===== src/rtl/tconv_pkg.sv =====
package tconv_pkg;

    localparam int RAW_W   = 12;
    localparam int IN_W    = 16;
    localparam int REF_W   = 9;
    localparam int NUM_REF = 5;
    localparam int GAIN_W  = 10;
    localparam int CALI_W  = 6;
    localparam int SLOPE_W = 6;
    localparam int SEL_W   = 3;
    localparam int DATA_W  = 32;
    localparam int DIV_DW  = 32;
    localparam int FUSE_W  = 32;

    // numerator of the first division: 203450520 scaled by 8
    localparam logic [DIV_DW-1:0] SCALED_NUM = 32'd1627604160;
    localparam int SLOPE_BASE = 165;
    localparam int GAIN_BASE  = 10000;
    localparam int RAW_OFFSET = 3350;
    localparam int DEG_MULT   = 500;
    localparam int FRAC_SH    = 3;
    localparam int CLAMP_LIM  = 200000;

    localparam int DEF_GAIN  = 512;
    localparam int DEF_REF   = 260;
    localparam int DEF_CALI  = 40;
    localparam int DEF_SLOPE = 0;

    localparam logic signed [DATA_W-1:0] MOST_NEG = {1'b1, {(DATA_W-1){1'b0}}};

    typedef struct packed {
        logic [GAIN_W-1:0]               gain;
        logic [CALI_W-1:0]               cali;
        logic [SLOPE_W-1:0]              slope;
        logic [NUM_REF-1:0][REF_W-1:0]   refs;
    } cal_t;

    typedef enum logic [1:0] {
        S_IDLE = 2'd0,
        S_DIV1 = 2'd1,
        S_DIV2 = 2'd2
    } state_t;

    function automatic logic signed [DATA_W-1:0] smax(
        input logic signed [DATA_W-1:0] a,
        input logic signed [DATA_W-1:0] b
    );
        return (a > b) ? a : b;
    endfunction

endpackage


===== src/rtl/tconv_fuse_decode.sv =====
module tconv_fuse_decode
    import tconv_pkg::*;
(
    input  logic [FUSE_W-1:0] w0,
    input  logic [FUSE_W-1:0] w1,
    input  logic [FUSE_W-1:0] w2,
    output cal_t              cal
);

    cal_t fused;
    cal_t dflt;
    logic unused_bits;

    assign unused_bits = ^{w0[7], w1[21:9], w2[13:0]};

    always_comb begin
        fused.slope   = w0[31:26];
        fused.refs[0] = w0[25:17];
        fused.refs[1] = w0[16:8];
        fused.cali    = w0[6:1];
        fused.gain    = w1[31:22];
        fused.refs[2] = w1[8:0];
        fused.refs[3] = w2[31:23];
        fused.refs[4] = w2[22:14];

        dflt.gain  = GAIN_W'(DEF_GAIN);
        dflt.cali  = CALI_W'(DEF_CALI);
        dflt.slope = SLOPE_W'(DEF_SLOPE);
        for (int i = 0; i < NUM_REF; i++) begin
            dflt.refs[i] = REF_W'(DEF_REF);
        end

        cal = w0[0] ? fused : dflt;
    end

endmodule


===== src/rtl/tconv_divider.sv =====
module tconv_divider #(
    parameter int W = 32
) (
    input  logic         clk,
    input  logic         rst,
    input  logic         go,
    input  logic [W-1:0] num,
    input  logic [W-1:0] den,
    output logic [W-1:0] quo,
    output logic         fin
);

    localparam int CW = $clog2(W + 1);

    logic [W-1:0]  rem;
    logic [W-1:0]  den_q;
    logic [CW-1:0] cnt;
    logic          run;
    logic [W:0]    trial;

    always_comb trial = {rem, quo[W-1]} - {1'b0, den_q};

    always_ff @(posedge clk) begin
        if (rst) begin
            rem   <= '0;
            quo   <= '0;
            den_q <= '0;
            cnt   <= '0;
            run   <= 1'b0;
            fin   <= 1'b0;
        end else begin
            fin <= 1'b0;
            if (go) begin
                rem   <= '0;
                quo   <= num;
                den_q <= den;
                cnt   <= CW'(W);
                run   <= 1'b1;
            end else if (run) begin
                if (!trial[W]) begin
                    rem <= trial[W-1:0];
                    quo <= {quo[W-2:0], 1'b1};
                end else begin
                    rem <= {rem[W-2:0], quo[W-1]};
                    quo <= {quo[W-2:0], 1'b0};
                end
                cnt <= cnt - CW'(1);
                if (cnt == CW'(1)) begin
                    run <= 1'b0;
                    fin <= 1'b1;
                end
            end
        end
    end

endmodule


===== src/rtl/tconv_scale.sv =====
module tconv_scale
    import tconv_pkg::*;
(
    input  logic signed [DATA_W-1:0] coef,
    input  logic [RAW_W-1:0]         raw,
    input  logic [REF_W-1:0]         refv,
    input  logic [CALI_W-1:0]        cali,
    output logic signed [DATA_W-1:0] result
);

    logic signed [DATA_W-1:0] diff;
    logic signed [DATA_W-1:0] prod;
    logic signed [DATA_W-1:0] shifted;
    logic signed [DATA_W-1:0] base;
    logic signed [DATA_W-1:0] res;

    always_comb begin
        diff    = $signed({{(DATA_W-RAW_W){1'b0}}, raw})
                - $signed({{(DATA_W-REF_W){1'b0}}, refv})
                - DATA_W'(RAW_OFFSET);
        prod    = coef * diff;
        shifted = prod >>> FRAC_SH;
        base    = $signed({{(DATA_W-CALI_W){1'b0}}, cali}) * DATA_W'(DEG_MULT);
        res     = base - shifted;
        result  = (res > DATA_W'(CLAMP_LIM)) ? '0 : res;
    end

endmodule


===== src/rtl/tconv_max.sv =====
module tconv_max
    import tconv_pkg::*;
#(
    parameter int DIV_W = DIV_DW
) (
    input  logic                     clk,
    input  logic                     rst,
    input  logic [FUSE_W-1:0]        fuse_w0,
    input  logic [FUSE_W-1:0]        fuse_w1,
    input  logic [FUSE_W-1:0]        fuse_w2,
    input  logic                     in_valid,
    input  logic                     in_start,
    input  logic                     in_last,
    input  logic [SEL_W-1:0]         in_sensor,
    input  logic [IN_W-1:0]          in_raw,
    output logic                     busy,
    output logic                     done,
    output logic signed [DATA_W-1:0] max_out
);

    cal_t                     cal_now;
    cal_t                     cal_q;
    state_t                   st;
    logic [RAW_W-1:0]         raw_q;
    logic [REF_W-1:0]         ref_q;
    logic [REF_W-1:0]         ref_sel;
    logic                     start_q;
    logic                     last_q;
    logic signed [DATA_W-1:0] acc;
    logic signed [DATA_W-1:0] conv;
    logic signed [DATA_W-1:0] seed;
    logic signed [DATA_W-1:0] best;
    logic                     accept;
    logic                     div_go;
    logic                     div_fin;
    logic [DIV_W-1:0]         div_num;
    logic [DIV_W-1:0]         div_den;
    logic [DIV_W-1:0]         div_quo;
    logic                     unused_raw;

    assign unused_raw = ^in_raw[IN_W-1:RAW_W];

    tconv_fuse_decode u_dec (
        .w0  (fuse_w0),
        .w1  (fuse_w1),
        .w2  (fuse_w2),
        .cal (cal_now)
    );

    always_comb begin
        ref_sel = REF_W'(DEF_REF);
        for (int i = 0; i < NUM_REF; i++) begin
            if (in_sensor == SEL_W'(i)) ref_sel = cal_now.refs[i];
        end
    end

    assign accept  = (st == S_IDLE) && in_valid;
    assign div_go  = accept || ((st == S_DIV1) && div_fin);
    assign div_num = accept ? DIV_W'(SCALED_NUM) : div_quo;
    assign div_den = accept ? DIV_W'(SLOPE_BASE) + DIV_W'(cal_now.slope)
                            : DIV_W'(GAIN_BASE) + DIV_W'(cal_q.gain);

    tconv_divider #(.W(DIV_W)) u_div (
        .clk (clk),
        .rst (rst),
        .go  (div_go),
        .num (div_num),
        .den (div_den),
        .quo (div_quo),
        .fin (div_fin)
    );

    tconv_scale u_scale (
        .coef   ($signed(DATA_W'(div_quo))),
        .raw    (raw_q),
        .refv   (ref_q),
        .cali   (cal_q.cali),
        .result (conv)
    );

    assign seed = start_q ? MOST_NEG : acc;
    assign best = smax(seed, conv);
    assign busy = (st != S_IDLE);

    always_ff @(posedge clk) begin
        if (rst) begin
            st      <= S_IDLE;
            cal_q   <= '0;
            raw_q   <= '0;
            ref_q   <= '0;
            start_q <= 1'b0;
            last_q  <= 1'b0;
            acc     <= MOST_NEG;
            done    <= 1'b0;
            max_out <= '0;
        end else begin
            done <= 1'b0;
            case (st)
                S_IDLE: begin
                    if (in_valid) begin
                        cal_q   <= cal_now;
                        raw_q   <= in_raw[RAW_W-1:0];
                        ref_q   <= ref_sel;
                        start_q <= in_start;
                        last_q  <= in_last;
                        st      <= S_DIV1;
                    end
                end
                S_DIV1: begin
                    if (div_fin) st <= S_DIV2;
                end
                S_DIV2: begin
                    if (div_fin) begin
                        acc <= best;
                        if (last_q) begin
                            done    <= 1'b1;
                            max_out <= best;
                        end
                        st <= S_IDLE;
                    end
                end
                default: st <= S_IDLE;
            endcase
        end
    end

endmodule


===== config.mk =====
export PLATFORM = sky130hd
export DESIGN_NAME = tconv_max
export DESIGN_NICKNAME = d
export VERILOG_FILES = /design/src/rtl/tconv_pkg.sv /design/src/rtl/tconv_fuse_decode.sv /design/src/rtl/tconv_divider.sv /design/src/rtl/tconv_scale.sv /design/src/rtl/tconv_max.sv
export SDC_FILE = /design/constraint.sdc
export NUM_CORES = 1
export LEC_CHECK = 0
export BUFFER_PORTS_ARGS = -buffer_cell sky130_fd_sc_hd__buf_2
export CAP_MARGIN = 20
export CORE_ASPECT_RATIO = 0.6
export CORE_MARGIN = 8
export CORE_UTILIZATION = 60
export CTS_CLUSTER_SIZE = 16
export DETAILED_ROUTE_END_ITERATION = 16
export PLACE_DENSITY = 0.79
export SLEW_MARGIN = 20
export SYNTH_ARGS = -nofsm -noshare
export SYNTH_HDL_FRONTEND = slang
export SYNTH_SLANG_ARGS = --single-unit

===== constraint.sdc =====
create_clock -name clk -period 34.5 [get_ports clk]
set_input_delay 10.35 -clock clk [delete_from_list [all_inputs] [get_ports clk]]
set_output_delay 10.35 -clock clk [all_outputs]
set_load 0.01 [all_outputs]

==> results.cfg <==
[run_status]
status = finished, final reports clean

[logic_synthesis]
synth_cell_type_count = 95
synth.top_cells.by_area = fa_1, dfxtp_1, ha_1, inv_1, nand2_1
synth_top_cell_by_area = fa_1
synth_cells = 3503
synthArstFlopShare_pct = 0
netlist.area_leader.share_pct = 29.1
synth_seq_cells = 191
synth-seq-area-share_pct = 13.1
ys_warn_count = 0
synth_flop_cell = dfxtp_1
synth_nets = 4295
synth_edf_count = 0
synth_area_um2 = 29100
syn_avg_cell_area_um2 = 8.31

[routing]
wl_met3_um = 10000
dr.first_iter.drc_count = 2194
vias = 23700
viasPerCell = 5.70
wl_per_cell_um = 18.2
drt-total-wl_um = 75500
dr_wl_met2_um = 30000
ant_nets = 0
drc = 0
drtPass1Iterations = 6
wl_met1_um = 33900
top_layer = met4

[global_routing]
antenna_found_initial = 1
overflow = 0
grt_pass1_vias = 23600
grt_max_degree = 85
track_usage_pct = 27.0
grt_pass1_wl_um = 124000

[floorplanning]
start_util_pct = 60.8
coreArea_um2 = 47900
rows = 62
die_h_um = 187
die_area_um2 = 56100
fp.dieW_um = 300
ioPinCount = 154

[clocking]
cts_buffers = 17
insertion_delay_ps = 460
cts.path.max_buffers = 2
cts_resized = 0
htreeDepth = 4
clkSinkCount = 191
path_clk_slew_ps = 90
cts_hold_buf = 0
postCtsSetupRepairBufs = 0
cts-root-buf = clkbuf_16
tritoncts = built

[finish]
drive_gt1_share_pct = 7.17
final_cell_mix = inv_1, nand2_1, fa_1, ha_1, dfxtp_1
syn_to_final_growth_pct = 5.71
final_common_cell = inv_1
fin_cells = 4155
num-nets-final = 4294
final_util_pct = 64.3
n_antenna_cell = 0

[worst_setup_path]
cp_data_required_time_ps = 34870
slowest_stage = a221oi_1
cp-end-kind = register
cpMostUsedCell = fa_1
cp_slowest_stage_delay_ps = 1030
crit_fanout = 46
critPathArrivalTime_ps = 17790
start_kind = register
path_class = register to register

[timing]
max_slew_margin_pct = 18.4
rsz0062_at_grt = false
finalSetupTns_ps = 0
fmax_ghz = 0.0574
skew_ps = 18.8
hold_viol = 0
worst_pin_slew_ps = 1220
setup_viol = 0
slew_viol_final = 0
holdWs_ps = 457
layout_min_cycle_time_ps = 17430
timing.final.crit_share_pct = 50.5

[placed_design]
dp_hpwl_um = 58200
routabilityCongestion = 0.909
placed_cells = 4123
port_buffers = 121

[min_path]
hp-class = register to register

[run]
maxCapViolCount = 0
routing by layer:
metal	global-route usage, %	vias up
li1	-	11000
met1	39.7	11400
met2	37.3	1124
met3	10.0	110
met4	6.08	0
met5	0	-
worst max-delay path: cells and delay by family, from the launching register on:
kind | cells | cell delay [ps]
compound gates | 20 | 5340
flops | 1 | 360
xor+xnor | 1 | 390
buf+inv | 8 | 1260
simple gates | 12 | 3260
fa+ha+maj | 14 | 6630
path summary, 6_finish.rpt:
check / start / to / slack, ps / cells after the start
worst max-delay path: raw_q[0] / max_out[16] / 17070 / 55
worst max register to register: raw_q[0] / max_out[16] / 17070 / 55
worst min register to register: cal_q[57] / cal_q[57] / 460 / 2
worst min-delay path: cal_q[57] / cal_q[57] / 460 / 2
kinds of logic after synthesis:
group / after synthesis / share of synthesized area (%)
AND/OR/NAND/NOR: 1104 / 18.0
buffers and inverters: 852 / 11.2
adder cells (fa/ha/maj): 672 / 39.8
AO/OA/AOI/OAI: 494 / 11.5
flip-flops: 191 / 13.1
XOR/XNOR: 161 / 5.03
multiplexers: 29 / 1.30
layout make-up:
type | count | area (um2)
Timing Repair Buffer | 159 | 893
Inverter | 673 | 2530
Clock inverter | 15 | 180
Multi-Input combinational cell | 2460 | 22100
Sequential cell | 191 | 3820
Tap cell | 640 | 801
Clock buffer | 17 | 425
Fill cell | 3962 | 17100
sequential cells by signal (all words and copies together) (netlist names), 9 cells and up:
signal       count
max_out         32
cal_q           16
acc             32
raw_q           12
u_div.rem       32
u_div.den_q     13
ref_q            9
u_div.quo       32
cell usage after synthesis, types with 13 or more instances:
library cell / count
a211oi_1: 42
a21o_1: 26
a21oi_1: 159
a221oi_1: 21
a22o_1: 33
and2_1: 147
and3_1: 13
clkbuf_1: 153
dfxtp_1: 191
fa_1: 423
ha_1: 249
inv_1: 669
mux2i_1: 21
nand2_1: 485
nand2b_1: 18
nand3_1: 58
nand4_1: 16
nor2_1: 165
nor2b_1: 82
nor3_1: 54
o21a_1: 14
o21ai_0: 63
xnor2_1: 105
xor2_1: 52
per-stage QoR:
step / instance area [um2] / worst slack (ps)
2_1_floorplan: 29100 / 19100
3_3_place_gp: 30200 / 17390
3_5_place_dp: 30200 / 17170
4_1_cts: 30800 / 17100
5_1_grt: 30800 / 16320
6_report: 30800 / 17070
Power is not shown: default switching activity piles up to over one toggle a cycle in this logic, so the estimate is an artifact.
